$ cat src/rtl/rtc_cal_pkg.sv
package rtc_cal_pkg;

    typedef struct packed {
        logic [7:0] sec;
        logic [7:0] min;
        logic [7:0] hour;
        logic [7:0] dow;
        logic [7:0] date;
        logic [7:0] mon;
        logic [7:0] year;
    } cal_time_t;

    localparam int NUM_LOC  = 10;
    localparam int LOC_SEC  = 0;
    localparam int LOC_ASEC = 1;
    localparam int LOC_MIN  = 2;
    localparam int LOC_AMIN = 3;
    localparam int LOC_HOUR = 4;
    localparam int LOC_AHR  = 5;
    localparam int LOC_DOW  = 6;
    localparam int LOC_DATE = 7;
    localparam int LOC_MON  = 8;
    localparam int LOC_YEAR = 9;

    localparam cal_time_t TIME_RST = '{sec: 8'h00, min: 8'h00, hour: 8'h00,
                                       dow: 8'h01, date: 8'h01, mon: 8'h01,
                                       year: 8'h00};

    function automatic logic [7:0] to_bin(logic [7:0] v, logic bin);
        logic [7:0] tens;
        tens = 8'(v[7:4]) * 8'd10;
        return bin ? v : tens + 8'(v[3:0]);
    endfunction

    function automatic logic [7:0] from_bin(logic [7:0] b, logic bin);
        logic [7:0] hi;
        logic [7:0] lo;
        hi = b / 8'd10;
        lo = b % 8'd10;
        return bin ? b : {hi[3:0], lo[3:0]};
    endfunction

    function automatic logic [7:0] month_len(logic [7:0] mo, logic leap);
        case (mo)
            8'd2:                      return leap ? 8'd29 : 8'd28;
            8'd4, 8'd6, 8'd9, 8'd11:   return 8'd30;
            default:                   return 8'd31;
        endcase
    endfunction

    function automatic logic field_match(logic [7:0] v, logic [7:0] a);
        return (a[7:6] == 2'b11) || (v == a);
    endfunction

endpackage

$ cat src/rtl/rtc_cal_step.sv
module rtc_cal_step
    import rtc_cal_pkg::*;
(
    input  cal_time_t cur,
    input  logic      fmt_bin,
    input  logic      mode_24h,
    output cal_time_t nxt
);
    logic [7:0] s_b, m_b, h_b, d_b, mo_b, y_b, lim, h_enc;
    logic       c_s, c_m, c_h, c_d, c_mo, pm;

    always_comb begin
        nxt   = cur;
        c_m   = 1'b0;
        c_h   = 1'b0;
        c_d   = 1'b0;
        c_mo  = 1'b0;
        pm    = cur.hour[7];
        h_enc = 8'h00;
        // seconds
        s_b = to_bin(cur.sec, fmt_bin) + 8'd1;
        c_s = (s_b >= 8'd60);
        if (c_s) s_b = 8'd0;
        nxt.sec = from_bin(s_b, fmt_bin);
        // minutes
        m_b = to_bin(cur.min, fmt_bin);
        if (c_s) begin
            if (m_b >= 8'd59) begin
                m_b = 8'd0;
                c_m = 1'b1;
            end else begin
                m_b = m_b + 8'd1;
            end
        end
        nxt.min = from_bin(m_b, fmt_bin);
        // hours
        if (mode_24h) begin
            h_b = to_bin(cur.hour, fmt_bin);
            if (c_m) begin
                if (h_b >= 8'd23) begin
                    h_b = 8'd0;
                    c_h = 1'b1;
                end else begin
                    h_b = h_b + 8'd1;
                end
            end
            nxt.hour = from_bin(h_b, fmt_bin);
        end else begin
            h_b = to_bin({1'b0, cur.hour[6:0]}, fmt_bin);
            if (c_m) begin
                if (h_b == 8'd12) begin
                    h_b = 8'd1;
                end else if (h_b == 8'd11) begin
                    h_b = 8'd12;
                    c_h = pm;
                    pm  = ~pm;
                end else begin
                    h_b = h_b + 8'd1;
                end
            end
            h_enc    = from_bin(h_b, fmt_bin);
            nxt.hour = {pm, h_enc[6:0]};
        end
        // day of week, date, month, year
        mo_b = to_bin(cur.mon, fmt_bin);
        y_b  = to_bin(cur.year, fmt_bin);
        d_b  = to_bin(cur.date, fmt_bin);
        lim  = month_len(mo_b, y_b[1:0] == 2'b00);
        if (c_h) begin
            nxt.dow = (cur.dow >= 8'd7) ? 8'd1 : cur.dow + 8'd1;
            if (d_b >= lim) begin
                d_b = 8'd1;
                c_d = 1'b1;
            end else begin
                d_b = d_b + 8'd1;
            end
        end
        nxt.date = from_bin(d_b, fmt_bin);
        if (c_d) begin
            if (mo_b >= 8'd12) begin
                mo_b = 8'd1;
                c_mo = 1'b1;
            end else begin
                mo_b = mo_b + 8'd1;
            end
        end
        nxt.mon = from_bin(mo_b, fmt_bin);
        if (c_mo) y_b = (y_b >= 8'd99) ? 8'd0 : y_b + 8'd1;
        nxt.year = from_bin(y_b, fmt_bin);
    end
endmodule

$ cat src/rtl/rtc_cal_alarm.sv
module rtc_cal_alarm
    import rtc_cal_pkg::*;
(
    input  cal_time_t  t,
    input  logic [7:0] alm_s,
    input  logic [7:0] alm_m,
    input  logic [7:0] alm_h,
    output logic       hit
);
    assign hit = field_match(t.sec, alm_s) &&
                 field_match(t.min, alm_m) &&
                 field_match(t.hour, alm_h);
endmodule

$ cat src/rtl/rtc_cal_engine.sv
module rtc_cal_engine
    import rtc_cal_pkg::*;
#(
    parameter int ADDR_W     = 4,
    parameter int UPD_CYCLES = 4
) (
    input  logic              clk,
    input  logic              rst,
    input  logic              upd_req,
    input  logic              fmt_bin,
    input  logic              mode_24h,
    input  logic [ADDR_W-1:0] host_addr,
    input  logic [7:0]        host_wdata,
    input  logic              host_wr,
    input  logic              host_rd,
    output logic [7:0]        host_rdata,
    output logic              busy,
    output logic              done,
    output logic              alarm_hit
);
    localparam int CNT_W = $clog2(UPD_CYCLES) + 1;

    cal_time_t          cur_t, shadow, step_out;
    logic [7:0]         alm_s, alm_m, alm_h;
    logic [NUM_LOC-1:0] wr_hit, dirty;
    logic [CNT_W-1:0]   cnt;
    logic               busy_q, done_q, alarm_q, alm_match, addr_ok;
    logic [7:0]         rd_mux, rdata_q;

    rtc_cal_step u_step (
        .cur      (cur_t),
        .fmt_bin  (fmt_bin),
        .mode_24h (mode_24h),
        .nxt      (step_out)
    );

    rtc_cal_alarm u_alarm (
        .t     (shadow),
        .alm_s (alm_s),
        .alm_m (alm_m),
        .alm_h (alm_h),
        .hit   (alm_match)
    );

    assign addr_ok = (host_addr < ADDR_W'(NUM_LOC));

    for (genvar i = 0; i < NUM_LOC; i++) begin : g_hit
        assign wr_hit[i] = host_wr && (host_addr == ADDR_W'(i));
    end

    always_comb begin
        case (host_addr)
            ADDR_W'(LOC_SEC):  rd_mux = cur_t.sec;
            ADDR_W'(LOC_ASEC): rd_mux = alm_s;
            ADDR_W'(LOC_MIN):  rd_mux = cur_t.min;
            ADDR_W'(LOC_AMIN): rd_mux = alm_m;
            ADDR_W'(LOC_HOUR): rd_mux = cur_t.hour;
            ADDR_W'(LOC_AHR):  rd_mux = alm_h;
            ADDR_W'(LOC_DOW):  rd_mux = cur_t.dow;
            ADDR_W'(LOC_DATE): rd_mux = cur_t.date;
            ADDR_W'(LOC_MON):  rd_mux = cur_t.mon;
            ADDR_W'(LOC_YEAR): rd_mux = cur_t.year;
            default:           rd_mux = 8'h00;
        endcase
    end

    always_ff @(posedge clk) begin
        if (rst) begin
            cur_t   <= TIME_RST;
            shadow  <= TIME_RST;
            alm_s   <= 8'h00;
            alm_m   <= 8'h00;
            alm_h   <= 8'h00;
            dirty   <= '0;
            cnt     <= '0;
            busy_q  <= 1'b0;
            done_q  <= 1'b0;
            alarm_q <= 1'b0;
            rdata_q <= 8'h00;
        end else begin
            done_q  <= 1'b0;
            alarm_q <= 1'b0;
            rdata_q <= (host_rd && !busy_q && addr_ok) ? rd_mux : 8'h00;
            if (busy_q) begin
                if (cnt == '0) begin
                    busy_q  <= 1'b0;
                    done_q  <= 1'b1;
                    alarm_q <= alm_match;
                    if (!dirty[LOC_SEC])  cur_t.sec  <= shadow.sec;
                    if (!dirty[LOC_MIN])  cur_t.min  <= shadow.min;
                    if (!dirty[LOC_HOUR]) cur_t.hour <= shadow.hour;
                    if (!dirty[LOC_DOW])  cur_t.dow  <= shadow.dow;
                    if (!dirty[LOC_DATE]) cur_t.date <= shadow.date;
                    if (!dirty[LOC_MON])  cur_t.mon  <= shadow.mon;
                    if (!dirty[LOC_YEAR]) cur_t.year <= shadow.year;
                end else begin
                    cnt <= cnt - 1'b1;
                end
            end else begin
                if (upd_req) begin
                    busy_q <= 1'b1;
                    cnt    <= CNT_W'(UPD_CYCLES - 1);
                    shadow <= step_out;
                    dirty  <= wr_hit;
                end
                if (host_wr) begin
                    case (host_addr)
                        ADDR_W'(LOC_SEC):  cur_t.sec  <= host_wdata;
                        ADDR_W'(LOC_ASEC): alm_s      <= host_wdata;
                        ADDR_W'(LOC_MIN):  cur_t.min  <= host_wdata;
                        ADDR_W'(LOC_AMIN): alm_m      <= host_wdata;
                        ADDR_W'(LOC_HOUR): cur_t.hour <= host_wdata;
                        ADDR_W'(LOC_AHR):  alm_h      <= host_wdata;
                        ADDR_W'(LOC_DOW):  cur_t.dow  <= host_wdata;
                        ADDR_W'(LOC_DATE): cur_t.date <= host_wdata;
                        ADDR_W'(LOC_MON):  cur_t.mon  <= host_wdata;
                        ADDR_W'(LOC_YEAR): cur_t.year <= host_wdata;
                        default: ;
                    endcase
                end
            end
        end
    end

    assign host_rdata = rdata_q;
    assign busy       = busy_q;
    assign done       = done_q;
    assign alarm_hit  = alarm_q;

    AST_DONE_AT_BUSY_END: assert property (@(posedge clk) disable iff (rst) $fell(busy_q) |-> done_q);
    AST_DONE_SINGLE: assert property (@(posedge clk) disable iff (rst) done_q |=> !done_q);
    AST_BUSY_HOLDS: assert property (@(posedge clk) disable iff (rst) (busy_q && cnt != '0) |=> busy_q);
    AST_READ_FENCED: assert property (@(posedge clk) disable iff (rst) (busy_q && host_rd) |=> (host_rdata == 8'h00));
    AST_ALARM_BYTES_HELD: assert property (@(posedge clk) disable iff (rst) busy_q |=> $stable({alm_s, alm_m, alm_h}));
    AST_HOST_KEEPS_SEC: assert property (@(posedge clk) disable iff (rst) (busy_q && cnt == '0 && dirty[LOC_SEC]) |=> $stable(cur_t.sec));
    AST_ALARM_IN_DONE: assert property (@(posedge clk) disable iff (rst) alarm_q |-> done_q);
endmodule

$ cat config.mk
export PLATFORM = sky130hd
export DESIGN_NAME = rtc_cal_engine
export DESIGN_NICKNAME = d
export VERILOG_FILES = /design/src/rtl/rtc_cal_pkg.sv /design/src/rtl/rtc_cal_step.sv /design/src/rtl/rtc_cal_alarm.sv /design/src/rtl/rtc_cal_engine.sv
export SDC_FILE = /design/constraint.sdc
export NUM_CORES = 1
export LEC_CHECK = 0
export BUFFER_PORTS_ARGS = -buffer_cell sky130_fd_sc_hd__clkbuf_2
export CAP_MARGIN = 25
export CORE_UTILIZATION = 55
export CTS_BUF_LIST = sky130_fd_sc_hd__clkbuf_4 sky130_fd_sc_hd__clkbuf_8 sky130_fd_sc_hd__clkbuf_16
export DETAILED_ROUTE_END_ITERATION = 12
export PLACE_DENSITY = 0.71
export SLEW_MARGIN = 10
export SYNTH_ARGS = -nofsm -noshare
export SYNTH_HDL_FRONTEND = slang
export SYNTH_SLANG_ARGS = --single-unit
$ cat constraint.sdc
create_clock -name clk -period 9.1 [get_ports clk]
set_clock_uncertainty 0.1 [all_clocks]
set_input_delay 0.91 -clock clk [delete_from_list [all_inputs] [get_ports clk]]
set_output_delay 0.91 -clock clk [all_outputs]
set_load 0.01 [all_outputs]
======== Word-level counts from Yosys, hierarchy flattened ========
Index checks and enable logic that the tools add are counted.
cells by class
  shift operators ......................... 0
  divide/modulo/power cells ............... 14
  equality and inequality tests ........... 31
  reduce and logical (&&, ||, !) cells .... 46
  order comparisons ....................... 8
  $mul .................................... 7
  $add $sub $neg .......................... 16
  bitwise gates (word level) .............. 4
  multiplexer cells ....................... 75
operators with widths
  cell                                                  number
  2-to-1 mux 8 bit                                      46
  2-to-1 mux 56 bit                                     3
  one-hot mux 8 bit (10 select lines)                   1
  adder 8 x 1 -> 8 bit, second input constant           8
  divider 8 x 4 -> 8 bit, second input constant         7
  remainder unit 8 x 4 -> 8 bit, second input constant  7
  adder 8 x 4 -> 8 bit                                  6
  multiplier 4 x 3 -> 7 bit, second input constant      6
  == test 8 x 4 -> 1 bit, second input constant         4
  AND reduction 4 bit                                   7
  == test 8 bit                                         3
  2-to-1 mux 1 bit                                      20
  nonzero test 2 bit                                    9
  == test 4 x 3 -> 1 bit, second input constant         4
  == test 8 x 3 -> 1 bit, second input constant         2
  >= comparator 8 x 6 -> 1 bit, second input constant   2
  inequality test 2 bit, second input constant          8
  one-hot mux 8 bit (2 select lines)                    1
  logical AND 1 bit                                     14
  2-to-1 mux 3 bit                                      3
  AND reduction 3 bit                                   3
  adder 7 x 4 -> 8 bit                                  1
  == test 4 x 2 -> 1 bit, second input constant         2
  == test 4 bit, second input constant                  2
  other kinds (23)                                      32
word-level totals
  latch bits .............................. 0
  input bits .............................. 19
  RAM bits ................................ 0
  word-level logic and storage cells ...... 224
  bits in read-only memories .............. 0
  memories ................................ 0
  register bits ........................... 160
  output and inout bits ................... 11

======== Logic depth before layout (Yosys ltp) ========
  depth after elaboration ................. 13
  depth in mapped cells ................... 29
  mapped depth without buffers ............ 27

======== Cells and area by module ========
From an unflattened synthesis, not the netlist that was laid out.
unflattened totals
  cells, all modules ...................... 2031
  area, all modules ....................... 15068.2 um2
modules (own cells, without submodules)
  module          instances  seq. area each (um2)  area an instance (um2)  cells each
  rtc_cal_step    1          0.0                   8077.7                  1199
  rtc_cal_engine  1          3143.0                6710.2                  798
  rtc_cal_alarm   1          0.0                   280.3                   34

======== Worst setup path before layout ========
No wires, ideal clock.
  kind .................................... register -> register
  start point ............................. register cur_t[13] (netlist name)
  end point ............................... register shadow[1] (netlist name)
  path slack .............................. 2310 ps
  library setup time ...................... 128 ps
  stages on the path, launching flop included .. 24
  period minus slack after synthesis ...... 6790 ps
  data required time ...................... 8872 ps
  buffers on the path ..................... 1
  data arrival time ....................... 6563 ps
  path through ............................ dfxtp_1 ha_1 ha_1 fa_1 nand3b_1 or2_2 a211o_1 nor4_2 a22oi_1 ha_1 nand2b_1 a21oi_1 or3_1 o2111a_2 or4b_4 a211oi_4 a22oi_1 buf_2 xnor2_1 a221o_1 o2bb2ai_2 mux2_2 a22oi_1 a21oi_1
on the way
  word-level cells in the longest chain between the ends .. 13
  elaborated cells on any way between the ends .. 19
  those cells by class .................... 1 x add/sub; 1 x mul; 1 x div; 2 x order compare; 5 x eq/ne; 8 x mux; 1 x reduce/logical
RTL lines
  element                                                                  line                   source
  start: declaration                                                       rtc_cal_engine.sv:23   cal_time_t cur_t, shadow, step_out;
  multiplier 4 x 3 -> 7 bit                                                rtc_cal_pkg.sv:31      tens = 8'(v[7:4]) * 8'd10;
  adder 8 x 4 -> 8 bit                                                     rtc_cal_pkg.sv:32      return bin ? v : tens + 8'(v[3:0]);
  2-to-1 mux 8 bit (*)                                                     rtc_cal_pkg.sv:32
  == test 8 x 3 -> 1 bit / == test 8 x 4 -> 1 bit (equally long branches)  rtc_cal_pkg.sv:44      case (mo)
  OR reduction 4 bit                                                       rtc_cal_pkg.sv:44
  one-hot mux 8 bit (2 select lines)                                       rtc_cal_pkg.sv:44
  >= comparator 8 bit                                                      rtc_cal_step.sv:71     if (d_b >= lim) begin
  2-to-1 mux 1 bit                                                         rtc_cal_step.sv:71
  2-to-1 mux 1 bit                                                         rtc_cal_step.sv:69     if (c_h) begin
  2-to-1 mux 1 bit (*)                                                     rtc_cal_step.sv:79     if (c_d) begin
  2-to-1 mux 8 bit (*)                                                     rtc_cal_step.sv:88     if (c_mo) y_b = (y_b >= 8'd99) ? 8'd0 : y_b + 8'd1;
  remainder unit 8 x 4 -> 8 bit                                            rtc_cal_pkg.sv:39      lo = b % 8'd10;
  2-to-1 mux 8 bit (*)                                                     rtc_cal_pkg.sv:40      return bin ? b : {hi[3:0], lo[3:0]};
  end signal: assignment                                                   rtc_cal_engine.sv:103  shadow <= step_out;
  end: declaration                                                         rtc_cal_engine.sv:23
Mark *: on every way between the ends. The rest lies on a longest branch, timed or not.
A chain may end at the register's enable or synchronous reset.

======== Worst setup path in the final report ========
  start point ............................. register cur_t[15] (netlist name)
  end point ............................... register shadow[3] (netlist name)
Same word-level chain as after synthesis.

==> metrics <==
clk slew on worst S/H paths=0.07 ns; WP data required=9.37 ns; number of synthesized register bits=157; RSZ-0062 raised after global routing=false; Power Density=168.4 nW/um2; Detailed Route WL=46,140 um; Unique masters post-synth=111; Net Sw Frac=0.4189; Worst EP arrival=8.09 ns; worst r2r src=cur_t[15]; I/O Buffers=29; post-route cell area=15,270 um2; Worst Max-Slew Pin Slew=1.108 ns; maximum clock frequency=127.9 MHz; Post-synth EDFFs=0; setup_tns=0 ns; area delta synth->final=6.194%; Worst setup EP type=register; worst hold path class=register to register; sequential share of the synthesized area=0.2185; DIE HEIGHT=163.7 um; hold buffer count at cts=0; H-tree depth=4; status=complete, no violations; period utilization=0.8595; Pins Over Slew Limit=0; Most used DFF post-synth=dfxtp_1; Crit Path Max Fanout=11; row count=58; vias in the first global route=13,720; Most Crowded Layer GR=met2; Slew HR=0.2595; max_cap viols=0; GRT met3 Usage=0.04773; routed via count=15,060; final net count=1,954; # diodes=0; RD Place Congestion=1.033; synth top area cells=dfxtp_1 (22%), nor2_1 (6.5%), ha_1 (6.0%); CTS tree=built; Synth async-reset ratio=0; Comb power frac=0.401; TritonRoute pass-1 iters=8; post-CTS setup buffer count=0; mapped cell area=14,380 um2; clock buffer depth=2; peak supply drop=0.1739 mV; Clk Latency, worst-skew pair=0.45 ns; pin count of the biggest net entering global routing=62; fill count=2,319; die footprint=26,800 um2; remaining global-route overflow=0; share of cells above drive strength 1=0.08677; area share of the largest cell type after synthesis=0.2185; cell taking the most area after synthesis=dfxtp_1; Clock Sinks=157; Power Internal=1.495 mW; CTS buffer count=17; NetSw=1.078 mW; CTS resizes=0; Gate Count Post-Synth=1,887; startpoint types=register; dpl cell area=14,650 um2; Synth top cells by count=nor2_1 (249), a21oi_1 (167), dfxtp_1 (157); Tmin final=7.821 ns; Syn Nets=1,987; vias per inst=6.854; min-delay src=shadow[30]; DRC Markers=0; met2 Use GR=0.5647; clk root buf=clkbuf_16; width of the die=163.7 um; Sequential Power Share=0.320; cell with the most instances after synthesis=nor2_1; antenna-violating nets left=0; Worst setup startpoint=cur_t[15]; grt met1 use=0.4400; Initial DRC Count=1,550; drt wl/cell=21.00 um; io pins=30; Initial Util=0.5663; global-route wire length before repair=72,730 um; leakage dissipation=6.047 nW; GRT Util Overall=0.3428; dpl hpwl=33,810 um; Final Hold Viols=0; initial antenna violation count=0; Core Region=25,400 um2; Clock power frac=0.279; synthesized area per cell=7.622 um2; Final setup viols=0; WS Path Type=register to register; Synth warnings=0
==> metal layers <==
metal	vias up	share of wire
met1	7170	0.43
met2	643	0.46
met4	0	0.043
met3	135	0.067
li1	7111	-
met5	-	0
==> cell families (layout without fill, tap and decap cells) <==
kind of cell	count (synthesis)	after routing	share of synthesized area
adders and majority gates	89	89	0.08230
DFF	157	157	0.2185
xor gates and xnor gates	66	66	0.04071
buffers and inverters	139	119	0.04158
AOI/OAI and AO/OA	668	668	0.3274
and+or+nand+nor	692	692	0.2333
muxes	76	76	0.05620
==> final timing paths <==
| path | slack (ns) | to | depth (start not counted) |
|---|---|---|---|
| worst min register to register | 0.36 | shadow[30] | 2 |
| worst max register to register | 1.28 | shadow[3] | 23 |
| worst max-delay path | 1.28 | shadow[3] | 23 |
| worst min-delay path | 0.36 | shadow[30] | 2 |
==> metrics by stage <==
stage	instances	total power [mW]	setup slack (ns)	hold WS, ns	utilization
after CTS	2194	2.546	1.359	0.3581	0.6004
after global routing	2197	2.713	0.8607	0.3834	0.6013
after detailed placement	2162	1.840	1.407	0.3489	0.5768
final	2197	2.572	1.279	0.3575	0.6013
after floorplan	1887	1.602	2.310	0.3264	-
after global placement	2160	1.814	1.582	0.3395	0.5761
==> power by group through the flow <==
stage,Clock (mW),Sequential (mW),Combinational (mW)
2_1_floorplan,0,0.796,0.806
3_3_place_gp,0,0.833,0.981
3_5_place_dp,0,0.835,1.00
4_1_cts,0.717,0.820,1.01
5_1_grt,0.746,0.828,1.14
6_report,0.717,0.823,1.03
==> critical path, cell delays in order (launching register included) <==
cell	delay, ns
dfxtp_1	0.50
ha_1	0.30
ha_1	0.23
fa_1	0.59
nand3b_1	0.15
or2_2	0.31
a211o_1	0.42
nor4_2	0.78
a22oi_1	0.21
ha_1	0.32
nand2b_1	0.10
a21oi_1	0.09
or3_1	0.37
o2111a_2	0.34
or4b_4	0.57
a211oi_4	0.34
a22oi_1	0.37
nand2b_1	0.26
nor3_1	0.10
o32ai_2	0.43
nor2_1	0.17
or4_1	0.43
o211ai_1	0.11
a32o_1	0.17
==> flip-flops by register name, summed over array words and instances, names as in the netlist, 3 cells and up <==
name,count
dirty,7
shadow,56
alm_s,8
cnt,3
host_rdata,8
alm_h,8
alm_m,8
cur_t,56
==> cells in the final DEF, fill, tap and decap left out, types with 40 or more instances in the layout <==
master and count:
o21ai_0 75, a211oi_1 104, nor2_1 249, ha_1 69
a21oi_1 167, mux2i_1 56, nand3_1 55, nand2_1 152
dfxtp_1 156, nor3_1 40
==> layout make-up <==
cell class / instances / area, um2 / area share
Multi-Input combinational cell: 1591 / 10650 / 0.6974
Sequential cell: 157 / 3144 / 0.2059
Clock buffer: 17 / 425.4 / 0.02785
Tap cell: 330 / 412.9 / 0.02703
Timing Repair Buffer: 54 / 341.6 / 0.02236
Clock inverter: 15 / 173.9 / 0.01139
Inverter: 33 / 123.9 / 0.008110
(Power assumes the default switching activity.)
